$ cat src/rtl/pis_pkg.sv
package pis_pkg;
   typedef enum logic [2:0] {
      S_IDLE, S_REQ, S_ADDR, S_DATA, S_END, S_REL
   } pis_state_t;

   typedef enum logic [1:0] {
      ST_OK   = 2'd0,
      ST_DISC = 2'd1,
      ST_MABT = 2'd2
   } pis_code_t;
endpackage

$ cat src/rtl/pis_claim_timer.sv
module pis_claim_timer #(
   parameter int TMO = 5
) (
   input  logic clk,
   input  logic rst_n,
   input  logic clr,
   input  logic run,
   input  logic claim_i,
   output logic claimed,
   output logic expire
);
   localparam int CW = (TMO < 2) ? 1 : $clog2(TMO);
   localparam logic [CW-1:0] LAST = CW'(TMO - 1);

   if (TMO < 1) begin : g_bad_tmo
      $error("pis_claim_timer: TMO must be at least 1");
   end

   logic [CW-1:0] cnt;
   logic          claimed_q;

   always_ff @(posedge clk or negedge rst_n) begin
      if (!rst_n) begin
         cnt       <= '0;
         claimed_q <= 1'b0;
      end else if (clr) begin
         cnt       <= '0;
         claimed_q <= 1'b0;
      end else if (run) begin
         if (claim_i)
            claimed_q <= 1'b1;
         else if (!claimed_q && cnt != LAST)
            cnt <= cnt + 1'b1;
      end
   end

   assign claimed = claimed_q | claim_i;
   assign expire  = run & ~claimed & (cnt == LAST);

   AST_EXPIRE_ENDS_RUN: assert property (@(posedge clk) disable iff (!rst_n)
      expire |=> !run);
endmodule

$ cat src/rtl/pis_beat_ctr.sv
module pis_beat_ctr #(
   parameter int LEN_W = 4
) (
   input  logic             clk,
   input  logic             rst_n,
   input  logic             clr,
   input  logic             inc,
   input  logic [LEN_W-1:0] len_i,
   output logic [LEN_W-1:0] cnt,
   output logic             last
);
   if (LEN_W < 1) begin : g_bad_len
      $error("pis_beat_ctr: LEN_W must be at least 1");
   end

   always_ff @(posedge clk or negedge rst_n) begin
      if (!rst_n)
         cnt <= '0;
      else if (clr)
         cnt <= '0;
      else if (inc)
         cnt <= cnt + 1'b1;
   end

   assign last = ({1'b0, cnt} + 1'b1) == {1'b0, len_i};

   AST_BEAT_WITHIN_LEN: assert property (@(posedge clk) disable iff (!rst_n)
      inc |-> (cnt < len_i));
endmodule

$ cat src/rtl/pci_init_seq.sv
module pci_init_seq
   import pis_pkg::*;
#(
   parameter int AD_W  = 32,
   parameter int CBE_W = 4,
   parameter int LEN_W = 4,
   parameter int TMO   = 5
) (
   input  logic             clk,
   input  logic             rst_n,
   input  logic             start,
   input  logic [AD_W-1:0]  addr,
   input  logic [CBE_W-1:0] cmd,
   input  logic [LEN_W-1:0] len,
   input  logic [AD_W-1:0]  wdata,
   input  logic             gnt_n_i,
   input  logic             frame_n_i,
   input  logic             irdy_n_i,
   input  logic             devsel_n_i,
   input  logic             trdy_n_i,
   input  logic             stop_n_i,
   input  logic [AD_W-1:0]  ad_i,
   output logic             req_n_o,
   output logic             frame_n_o,
   output logic             frame_oe_o,
   output logic             irdy_n_o,
   output logic             irdy_oe_o,
   output logic [AD_W-1:0]  ad_o,
   output logic             ad_oe_o,
   output logic [CBE_W-1:0] cbe_o,
   output logic             cbe_oe_o,
   output logic             data_ack,
   output logic             busy,
   output logic             done,
   output logic [1:0]       st_code,
   output logic [LEN_W-1:0] st_beats
);
   localparam logic [CBE_W-1:0] BE_ALL = '0;
   localparam logic [LEN_W-1:0] ONE    = LEN_W'(1);

   if (AD_W < 8) begin : g_bad_ad
      $error("pci_init_seq: AD_W too small");
   end
   if (CBE_W < 1) begin : g_bad_cbe
      $error("pci_init_seq: CBE_W must be at least 1");
   end

   pis_state_t       state, state_nx;
   logic [AD_W-1:0]  addr_q;
   logic [CBE_W-1:0] cmd_q;
   logic [LEN_W-1:0] len_q;
   pis_code_t        code_q, code_nx;
   logic             claimed, expire, last, xfer, stop_seen;
   logic             in_data, is_wr;
   logic [AD_W-1:0]  rd_unused;

   assign rd_unused = ad_i;  // read data is sampled by the local side at data_ack
   assign in_data   = (state == S_DATA);
   assign is_wr     = cmd_q[0];
   assign xfer      = in_data & claimed & ~trdy_n_i;
   assign stop_seen = in_data & claimed & ~stop_n_i;

   pis_claim_timer #(.TMO(TMO)) u_timer (
      .clk(clk), .rst_n(rst_n), .clr(state == S_ADDR), .run(in_data),
      .claim_i(~devsel_n_i), .claimed(claimed), .expire(expire));

   pis_beat_ctr #(.LEN_W(LEN_W)) u_beats (
      .clk(clk), .rst_n(rst_n), .clr(state == S_ADDR), .inc(xfer),
      .len_i(len_q), .cnt(st_beats), .last(last));

   always_comb begin
      state_nx = state;
      code_nx  = code_q;
      unique case (state)
         S_IDLE: if (start) state_nx = S_REQ;
         S_REQ:  if (!gnt_n_i && frame_n_i && irdy_n_i) state_nx = S_ADDR;
         S_ADDR: state_nx = S_DATA;
         S_DATA: begin
            if (expire) begin
               state_nx = S_END;
               code_nx  = ST_MABT;
            end else if (xfer && last) begin
               state_nx = S_REL;
               code_nx  = ST_OK;
            end else if (stop_seen) begin
               state_nx = S_END;
               code_nx  = ST_DISC;
            end
         end
         S_END:  state_nx = S_REL;
         S_REL:  state_nx = S_IDLE;
         default: state_nx = S_IDLE;
      endcase
   end

   always_ff @(posedge clk or negedge rst_n) begin
      if (!rst_n) begin
         state  <= S_IDLE;
         code_q <= ST_OK;
         addr_q <= '0;
         cmd_q  <= '0;
         len_q  <= ONE;
      end else begin
         state  <= state_nx;
         code_q <= code_nx;
         if (state == S_IDLE && start) begin
            addr_q <= addr;
            cmd_q  <= cmd;
            len_q  <= (len == '0) ? ONE : len;
         end
      end
   end

   // bus-side drive, decoded from the registered state
   always_comb begin
      req_n_o    = (state != S_REQ);
      frame_oe_o = state inside {S_ADDR, S_DATA, S_END, S_REL};
      irdy_oe_o  = frame_oe_o;
      frame_n_o  = !((state == S_ADDR) || (in_data && !last));
      irdy_n_o   = !(in_data || state == S_END);
      ad_oe_o    = (state == S_ADDR) || (in_data && is_wr);
      ad_o       = (state == S_ADDR) ? addr_q : wdata;
      cbe_oe_o   = (state == S_ADDR) || in_data;
      cbe_o      = (state == S_ADDR) ? cmd_q : BE_ALL;
   end

   assign data_ack = xfer;
   assign busy     = (state != S_IDLE);
   assign done     = (state == S_REL);
   assign st_code  = code_q;

   AST_DONE_PULSE: assert property (@(posedge clk) disable iff (!rst_n)
      done |=> !done);
   AST_ABORT_NO_BEATS: assert property (@(posedge clk) disable iff (!rst_n)
      (done && st_code == ST_MABT) |-> (st_beats == '0));
   AST_ADDR_AFTER_GRANT: assert property (@(posedge clk) disable iff (!rst_n)
      (frame_oe_o && !frame_n_o && irdy_oe_o && irdy_n_o)
         |-> $past(!gnt_n_i && frame_n_i && irdy_n_i));
   AST_IRDY_AFTER_FRAME: assert property (@(posedge clk) disable iff (!rst_n)
      (irdy_oe_o && irdy_n_o && $past(irdy_oe_o && !irdy_n_o))
         |-> $past(frame_n_o));
endmodule

$ cat config.mk
export PLATFORM = sky130hd
export DESIGN_NAME = pci_init_seq
export DESIGN_NICKNAME = d
export VERILOG_FILES = /design/src/rtl/pis_pkg.sv /design/src/rtl/pis_claim_timer.sv /design/src/rtl/pis_beat_ctr.sv /design/src/rtl/pci_init_seq.sv
export SDC_FILE = /design/constraint.sdc
export NUM_CORES = 1
export LEC_CHECK = 0
export BUFFER_PORTS_ARGS = -buffer_cell sky130_fd_sc_hd__buf_4
export CORE_ASPECT_RATIO = 1.2
export CORE_MARGIN = 2
export CORE_UTILIZATION = 44
export DETAILED_ROUTE_END_ITERATION = 10
export PLACE_DENSITY = 0.81
export SLEW_MARGIN = 20
export SYNTH_ARGS = -nofsm -noshare
export SYNTH_HDL_FRONTEND = slang
export SYNTH_SLANG_ARGS = --single-unit
$ cat constraint.sdc
create_clock -name clk -period 2.9 [get_ports clk]
set_clock_uncertainty 0.1 [all_clocks]
set_input_delay 0.58 -clock clk [delete_from_list [all_inputs] [get_ports clk]]
set_output_delay 0.58 -clock clk [all_outputs]
set_load 0.02 [all_outputs]
* Word level (Yosys, flattened, before mapping)
Cells that the tools add are included.
Word-level totals: bits in registers 53, word-level logic and storage cells 84, output and inout bits 52, bits in read-only memories 0, latch bits 0, bits in writable memories 0, memories kept 0
Operators by class: eq/ne operators 13, multiply operators 0, add/subtract/negate cells 3, reduce and logical (&&, ||, !) cells 29, div/mod/pow operators 0, mux-type cells 21, shift-type cells 0, bitwise gates (word level) 10, order comparisons 0
Operators with widths (number):
- 32-bit 2-to-1 mux | 1
- 3-bit 2-to-1 mux | 9
- 4-bit 2-to-1 mux | 4
- 3-bit case mux with 5 select lines | 1
- 3-bit == test, second input constant | 3
- 2-bit nonzero test | 4
- 1-bit logical AND | 7
- 3-bit by 2-bit == test with 1-bit output, second input constant | 2
- 2-bit 2-to-1 mux | 3
- 3-bit AND reduction | 2
- 3-bit nonzero test | 2
- 4-bit by 1-bit adder with 5-bit output, second input constant | 1
- 1-bit AND | 5
- 5-bit by 4-bit == test with 1-bit output | 1
- 1-bit zero test | 5
- 4-bit by 1-bit adder with 4-bit output, second input constant | 1
- 4-bit zero test | 1
- 1-bit logical OR | 4
- 2-bit != test, second input constant | 2
- 4-bit by 3-bit != test with 1-bit output, second input constant | 1
- 1-bit inverter | 4
- 2-bit AND reduction | 2
- 4-bit nonzero test | 1
- 3-bit by 1-bit adder with 3-bit output, second input constant | 1
- 7 further kinds | 9

* Longest topological paths before layout
Gate-level depths: netlist of run 1.
depth in word-level cells 8, depth in mapped cells 7, depth with buffers taken out 5

* Hierarchy
From an unflattened synthesis of run 1, not the netlist that was laid out.
Second synthesis, totals: cells, all modules 231, area, all modules 2866.5 sq um
By module, submodules not included:
- pci_init_seq | area an instance 2351.0 sq um, cells an instance 178, instances 1
- pis_beat_ctr | area an instance 264.0 sq um, cells an instance 28, instances 1
- pis_claim_timer | area an instance 251.5 sq um, cells an instance 25, instances 1

* Worst setup path after synthesis of run 1
OpenSTA, ideal clock, no wires.
path type input-to-reg, start input port devsel_n_i, end register state[1], library setup time 0.122 ns, stages 6, setup slack 0.622 ns, arrival time 2.056 ns, cell sequence nor2b_1 clkbuf_1 or4_4 buf_6 or4_4 o2bb2ai_1
On the way: longest elaborated chain between the ends 8, elaborated cells between the ends (all ways) 14, those cells by class eq/ne (1); mux (3); bitwise (8); reduce/logical (2)
Ends and longest elaborated chain:
- from (decl) | line pci_init_seq.sv:19 | input logic devsel_n_i,
- 1-bit inverter (*) | line pci_init_seq.sv:65 | .claim_i(~devsel_n_i), .claimed(claimed), .expire(expire));
- 1-bit OR (*) | line pis_claim_timer.sv:37 | assign claimed = claimed_q | claim_i;
- 1-bit AND | line pci_init_seq.sv:60, pci_init_seq.sv:61
- 1-bit AND | line pci_init_seq.sv:60 | assign xfer = in_data & claimed & ~trdy_n_i;
- 1-bit logical AND | line pci_init_seq.sv:82 | end else if (xfer && last) begin
- 3-bit 2-to-1 mux | line pci_init_seq.sv:82
- 3-bit 2-to-1 mux | line pci_init_seq.sv:79 | if (expire) begin
- 3-bit case mux with 5 select lines | line pci_init_seq.sv:74 | unique case (state)
- to (signal assigned) | line pci_init_seq.sv:104 | state <= state_nx;
- to (decl) | line pci_init_seq.sv:48 | pis_state_t state, state_nx;
Mark *: on every way between the ends. The rest lies on a longest branch, timed or not. A chain may end at the register's enable or synchronous reset.

* Worst setup path in the final report of run 1
start register u_beats.cnt[0], end output port frame_n_o
On the way: longest elaborated chain between the ends 6
Ends and longest elaborated chain:
- from (decl) | line pis_beat_ctr.sv:9 | output logic [LEN_W-1:0] cnt,
- from (signal assigned) | line pis_beat_ctr.sv:22 | cnt <= cnt + 1'b1;
- 4-bit by 1-bit adder with 5-bit output | line pis_beat_ctr.sv:25 | assign last = ({1'b0, cnt} + 1'b1) == {1'b0, len_i};
- 5-bit by 4-bit == test with 1-bit output | line pis_beat_ctr.sv:25
- 1-bit zero test | line pci_init_seq.sv:119 | frame_n_o = !((state == S_ADDR) || (in_data && !last));
- 1-bit logical AND | line pci_init_seq.sv:119
- 1-bit logical OR | line pci_init_seq.sv:119
- 1-bit zero test | line pci_init_seq.sv:119
- to (decl) | line pci_init_seq.sv:24 | output logic frame_n_o,
No other way between the ends.

==> summary.md, run 1 <==
| Metric | Value |
|---|---|
| DP HPWL | 5.186 mm |
| Switching share of power | 38.90% |
| CP Data Required Time | 2.22 ns |
| Dpl ws | 0.5231 ns |
| Root Buffer | clkbuf_8 |
| Post-CTS Hold Fix Bufs | 0 |
| Reg-to-reg endpoint | state[0] |
| Inst Count DP | 495 |
| Seq/Total Area, Yosys | 48.01% |
| Worst reg-to-reg setup slack | 0.63 ns |
| Count leader, synth | nand2_1 |
| TritonCTS clock tree | built |
| Clock Power Share | 11.3% |
| Vias in the first global route | 2,570 |
| Sw Pwr | 1.378 mW |
| WL per Instance | 13.40 um |
| Total internal power | 2.164 mW |
| Yosys cell types | 41 |
| VDD IR-drop max | 0.0003898 V |
| Worst skew pair latency | 0.30 ns |
| Placer congestion estimate | 0.8372 |
| Overflow after GRT | 0 |
| Clock sink count | 53 |
| CP max-delay cell | dfrtp_1 |
| First-pass GRT wire length | 11.27 mm |
| IO Pins | 165 |
| DRT Pass-1 Iters | 4 |
| Hold WC Path Type | input pin to asynchronous set/reset pin |
| Synthesized area | 2765 sq um |
| Area growth syn-to-layout | 41.36% |
| CP Cell Sequence | ha_1, xnor2_1, o211ai_1, nor3_1, a21o_1, buf_4 |
| Min Tclk post-route | 2.600 ns |
| Cts repair resizes | 0 |
| Final WL | 6.739 mm |
| PwrDens | 906.2 nW/um^2 |
| PortBufs | 132 |
| Post-CTS setup buffer count | 0 |
| Crit start category | flip-flop |
| Final ANT Viol Nets | 0 |
| Ys async rst share | 100.0% |
| Drt first-iter violations | 154 |
| Via-to-Cell Ratio | 5.044 |
| Flop pwr share | 37.9% |
| RSZ-0062 raised after global routing | no |
| Post-synth EDFFs | 0 |
| Synth warnings | 0 |
| Maximum clock path buffer count | 2 |
| Post-synth top cells | 102 x nand2_1, 52 x dfrtp_1, 39 x mux2_2 |
| Worst Setup SP | u_beats.cnt[0] |
| Core area | 6051 sq um |
| Final setup vio count | 0 |
| Final core utilization | 64.60% |
| Synth top area share | 47.06% |
| Smallest hold slack | 0.1945 ns |
| Synth area leaders | dfrtp_1 47%, mux2_2 16%, nand2_1 14% |
| Die Height | 90.84 um |
| Slew @ Worst Pin | 0.6689 ns |
| Critical Path AT | 1.92 ns |
| Final hold violations | 0 |
| Clock H-tree levels | 2 |
| Diodes inserted | 0 |
| RR Startpoint | state[1] |
| Layout cell share with drive strength beyond 1 | 45.37% |
| # DRC | 0 |
| Max Cap Viol | 0 |
| Antenna violations before repair | 0 |
| Setup TNS | 0 ns |
| Top delay family on crit path | flip-flops |
| Period utilisation layout | 89.66% |
| Status | finished clean |
| Most used DFF post-synth | dfrtp_1 |
| FF-to-FF path depth | 4 |
| Gr usage total | 19.90% |
| Final Instance Count excl. Fillers | 503 |
| Largest stage delay, worst path | 0.46 ns |
| Largest net degree at the start of global routing | 54 |
| Buf+Inv Stages, Crit Path | 1 |
| DR vias | 2,537 |
| Synthesized area per cell | 9.437 sq um |
| Post-Place Cell Area | 3826 sq um |
| CTS clk-pin slew, worst paths | 0.09 ns |
| Fmax | 384.6 MHz |
| Post-route cell area | 3909 sq um |
| Power Total | 3.542 mW |
| Setup crit end | frame_n_o |
| Num CTS Buffers | 5 |
| Leakage | 2.006 nW |
| Die Area | 6937 sq um |
| Relative slew margins | 55.40% |
| Synth area leader | dfrtp_1 |
| Die Wd | 76.37 um |
| Critical path peak fanout | 6 |
| Final net count | 537 |
| Rows | 31 |
| Worst Setup Slack, final | 0.2998 ns |
| CP Depth | 6 |
| Crit Path Category | flip-flop to primary output |
| Mapped Cells | 293 |
| Syn Nets | 410 |
| Gate power share | 50.8% |
| Post-synthesis register bit count | 53 |
| Initial Util | 45.70% |
| Max Slew Vio Count | 0 |
| Critical Path Sink Type | primary output |
-- registers in the layout (all words and copies together), names as in the netlist --
name,cells
addr_q,32
cmd_q,4
len_q,4
u_beats.cnt,4
state,3
u_timer.cnt,3
st_code,2
u_timer.claimed_q,1
-- routing by layer --
layer	up-vias	track usage (%)	share of wire, %
met5	-	0	0
met4	0	8.030	1.8
met3	12	4.100	6.8
met2	94	36.21	54
met1	1206	22.55	37
li1	1225	-	-
-- worst min-delay path by stage --
stage,depth (start not counted),endpoint,startpoint
floorplan,0,addr_q[0],rst_n
global placement,1,cmd_q[2],cmd_q[2]
detailed placement,1,cmd_q[2],cmd_q[2]
CTS,1,cmd_q[2],rst_n
global route,1,cmd_q[2],rst_n
finish,1,cmd_q[2],rst_n
-- final cells by class --
class                           instances  area, sq um
Clock buffer                            6        72.57
Sequential cell                        53         1328
Multi-Input combinational cell        214         1321
Timing Repair Buffer                  137         1041
Fill cell                             523         2142
Clock inverter                          2        10.01
Inverter                                9        33.78
Tap cell                               82        102.6
-- cell families (layout without fill, tap and decap cells) --
family          count (synthesis)  in the layout  synth area share (%)
compound gates                 26             26                 5.837
buf+inv                        26            154                 4.344
simple gates                  137            137                 21.49
xor+xnor                        6              6                 1.901
flops                          53             53                 48.01
fa+ha+maj                       4              4                 1.810
mux                            41             41                 16.61
-- worst register-to-register path: stages (launching register included) --
cell and delay [ns]:
dfrtp_1 0.57, nand2b_4 0.12, or4_4 0.56, nor4_1 0.60, o32a_1 0.26
-- placed cells by master, fill, tap and decap left out, types with 3 or more instances in the layout --
master / synthesis / layout
buf_4: 3 / 136
nand2_1: 102 / 102
dfrtp_1: 52 / 52
mux2_2: 39 / 39
a21oi_1: 10 / 10
inv_1: 8 / 8
nor2_1: 8 / 7
nand3_1: 5 / 5
o21ai_0: 5 / 5
clkbuf_8: 0 / 5
nor3_1: 4 / 4
ha_1: 4 / 4
and2_1: 3 / 3
xor2_1: 3 / 3
xnor2_1: 3 / 3
-- power by group through the flow --
stage / registers [mW] / clock network (mW) / logic (mW)
2_1_floorplan: 1.31 / 0 / 1.23
3_3_place_gp: 1.34 / 0 / 1.75
3_5_place_dp: 1.36 / 0 / 1.82
4_1_cts: 1.35 / 0.413 / 1.82
5_1_grt: 1.41 / 0.442 / 1.95
6_report: 1.34 / 0.400 / 1.80
(Power assumes the default switching activity.)
==> run 2, diff against run 1 <==
--- a/config.mk
+++ b/config.mk
@@ -9,8 +9,10 @@
 export CORE_ASPECT_RATIO = 1.2
 export CORE_MARGIN = 2
 export CORE_UTILIZATION = 44
+export CTS_CLUSTER_DIAMETER = 120
 export DETAILED_ROUTE_END_ITERATION = 10
 export PLACE_DENSITY = 0.81
+export RECOVER_POWER = 100
 export SLEW_MARGIN = 20
 export SYNTH_ARGS = -nofsm -noshare
 export SYNTH_HDL_FRONTEND = slang
==> run 2 against run 1 <==
Effect of this change:
- count of clock-buffer cells in the layout stayed put
- first-iteration DRC count is 12% lower
- highest routed layer unchanged
- total power is 5.4% lower
- die area stayed put
- via count is 0.71% lower
- cell area is 5.2% lower
- core utilization is 3.3 points lower
- wire length is 0.68% higher
- combinational power is 11% lower
==> summary.md, run 2 (synthesis gave the netlist of run 1 again) <==
| Metric | Value |
|---|---|
| Status | finished clean |
| Commonest cells after routing, fill and taps aside | 102 x nand2_1, 88 x buf_4, 52 x dfrtp_1 |
| CP Cell Sequence | nand2b_4, or4_1, inv_1, clkbuf_2 |
| # DRC | 0 |
| Worst reg-to-reg setup slack | 0.51 ns |
| DR vias | 2,519 |
| DRT Pass-1 Iters | 4 |
| CP Data Required Time | 2.22 ns |
| Clock sink count | 53 |
| Diodes inserted | 0 |
| Crit Path Category | flip-flop to primary output |
| Die Height | 90.84 um |
| Post-route cell area | 3707 sq um |
| Drt first-iter violations | 135 |
| Rows | 31 |
| Antenna violations before repair | 0 |
| Die Area | 6937 sq um |
| Num CTS Buffers | 5 |
| Die Wd | 76.37 um |
| Final net count | 537 |
| Fmax | 373.2 MHz |
| Hold WC Path Type | input pin to flip-flop |
| Area growth syn-to-layout | 34.07% |
| Post-CTS Hold Fix Bufs | 0 |
| CP Depth | 4 |
| Overflow after GRT | 0 |
| DP HPWL | 5.186 mm |
| Biggest register | addr_q |
| RR Startpoint | state[1] |
| TritonCTS clock tree | built |
| Max Slew Vio Count | 0 |
| Placer congestion estimate | 0.8372 |
| Period utilisation layout | 92.39% |
| Core area | 6051 sq um |
| VDD IR-drop max | 0.0003733 V |
| Largest net degree at the start of global routing | 54 |
| Clock H-tree levels | 2 |
| Vias in the first global route | 2,570 |
| Initial Util | 45.70% |
| Maximum clock path buffer count | 2 |
| Worst Setup SP | state[1] |
| Max Cap Viol | 0 |
| IO Pins | 165 |
| Worst skew pair latency | 0.30 ns |
| Final ANT Viol Nets | 0 |
| Multi-input gate area | 1311 sq um |
| Commonest non-fill, non-tap cell in the layout | nand2_1 |
| Slew @ Worst Pin | 1.305 ns |
| First-pass GRT wire length | 11.27 mm |
| Max FFs per register | 32 |
| PortBufs | 132 |
| Final core utilization | 61.27% |
| Dpl ws | 0.5231 ns |
| RSZ-0062 raised after global routing | no |
| Smallest hold slack | 0.3810 ns |
| Buf+Inv Stages, Crit Path | 2 |
| Critical Path Sink Type | primary output |
| Final setup vio count | 0 |
| Via-to-Cell Ratio | 5.008 |
| PwrDens | 904.1 nW/um^2 |
| Worst Setup Slack, final | 0.2206 ns |
| FF-to-FF path depth | 4 |
| Relative slew margins | 13.00% |
| Final Instance Count excl. Fillers | 503 |
| Critical path peak fanout | 11 |
| Post-Place Cell Area | 3826 sq um |
| Inst Count DP | 495 |
| Crit start category | flip-flop |
| Reg-to-reg endpoint | state[0] |
| Setup crit end | data_ack |
| Top delay family on crit path | simple AND/OR/NAND/NOR gates |
| CTS clk-pin slew, worst paths | 0.09 ns |
| Cts repair resizes | 0 |
| FF+latch area | 1328 sq um |
| Leakage | 1.829 nW |
| Min Tclk post-route | 2.679 ns |
| Root Buffer | clkbuf_8 |
| Critical Path AT | 2.00 ns |
| Setup TNS | 0 ns |
| Largest stage delay, worst path | 0.65 ns |
| WL per Instance | 13.49 um |
| Layout cell share with drive strength beyond 1 | 33.73% |
| Gr usage total | 19.90% |
| Post-CTS setup buffer count | 0 |
| Fill cell count | 585 |
| Final WL | 6.785 mm |
| Final hold violations | 0 |
| CP max-delay cell | or4_1 |
| Power Total | 3.352 mW |
==> run 2: layout make-up <==
class	instances	area share, %
flip-flops and latches	53	35.81
repair buffers	137	22.92
clock buffers	6	1.957
well taps	82	2.767
inverters	9	0.9112
multi-input cells	214	35.37
clock inverters	2	0.2700
==> run 2: worst min-delay path by stage <==
stage	startpoint	to	slack (ns)	cells after the start
floorplan	rst_n	addr_q[0]	0.18	0
global placement	cmd_q[2]	cmd_q[2]	0.38	1
detailed placement	cmd_q[2]	cmd_q[2]	0.39	1
CTS	rst_n	cmd_q[2]	0.23	1
global route	cmd[0]	cmd_q[0]	0.39	3
finish	cmd[0]	cmd_q[0]	0.38	3
==> run 2: where the power goes <==
part	total, mW	switching [mW]	internal (mW)
logic	1.61	0.894	0.717
clock network	0.399	0.231	0.168
registers	1.34	0.243	1.10
total	3.35	1.37	1.98
==> run 2: metal layers <==
metal  vias to the layer above  track usage, %  routed length (um)
met3                        12           4.100                 419
met4                         0           8.030                 121
met2                        91           36.21                3644
li1                       1226               -                   -
met1                      1190           22.55                2600
met5                         -               0                   0
==> run 2: tightest hold or removal path, stage by stage <==
cell and delay (ns):
buf_4 0.08, nand2_1 0.03, o21ai_0 0.06
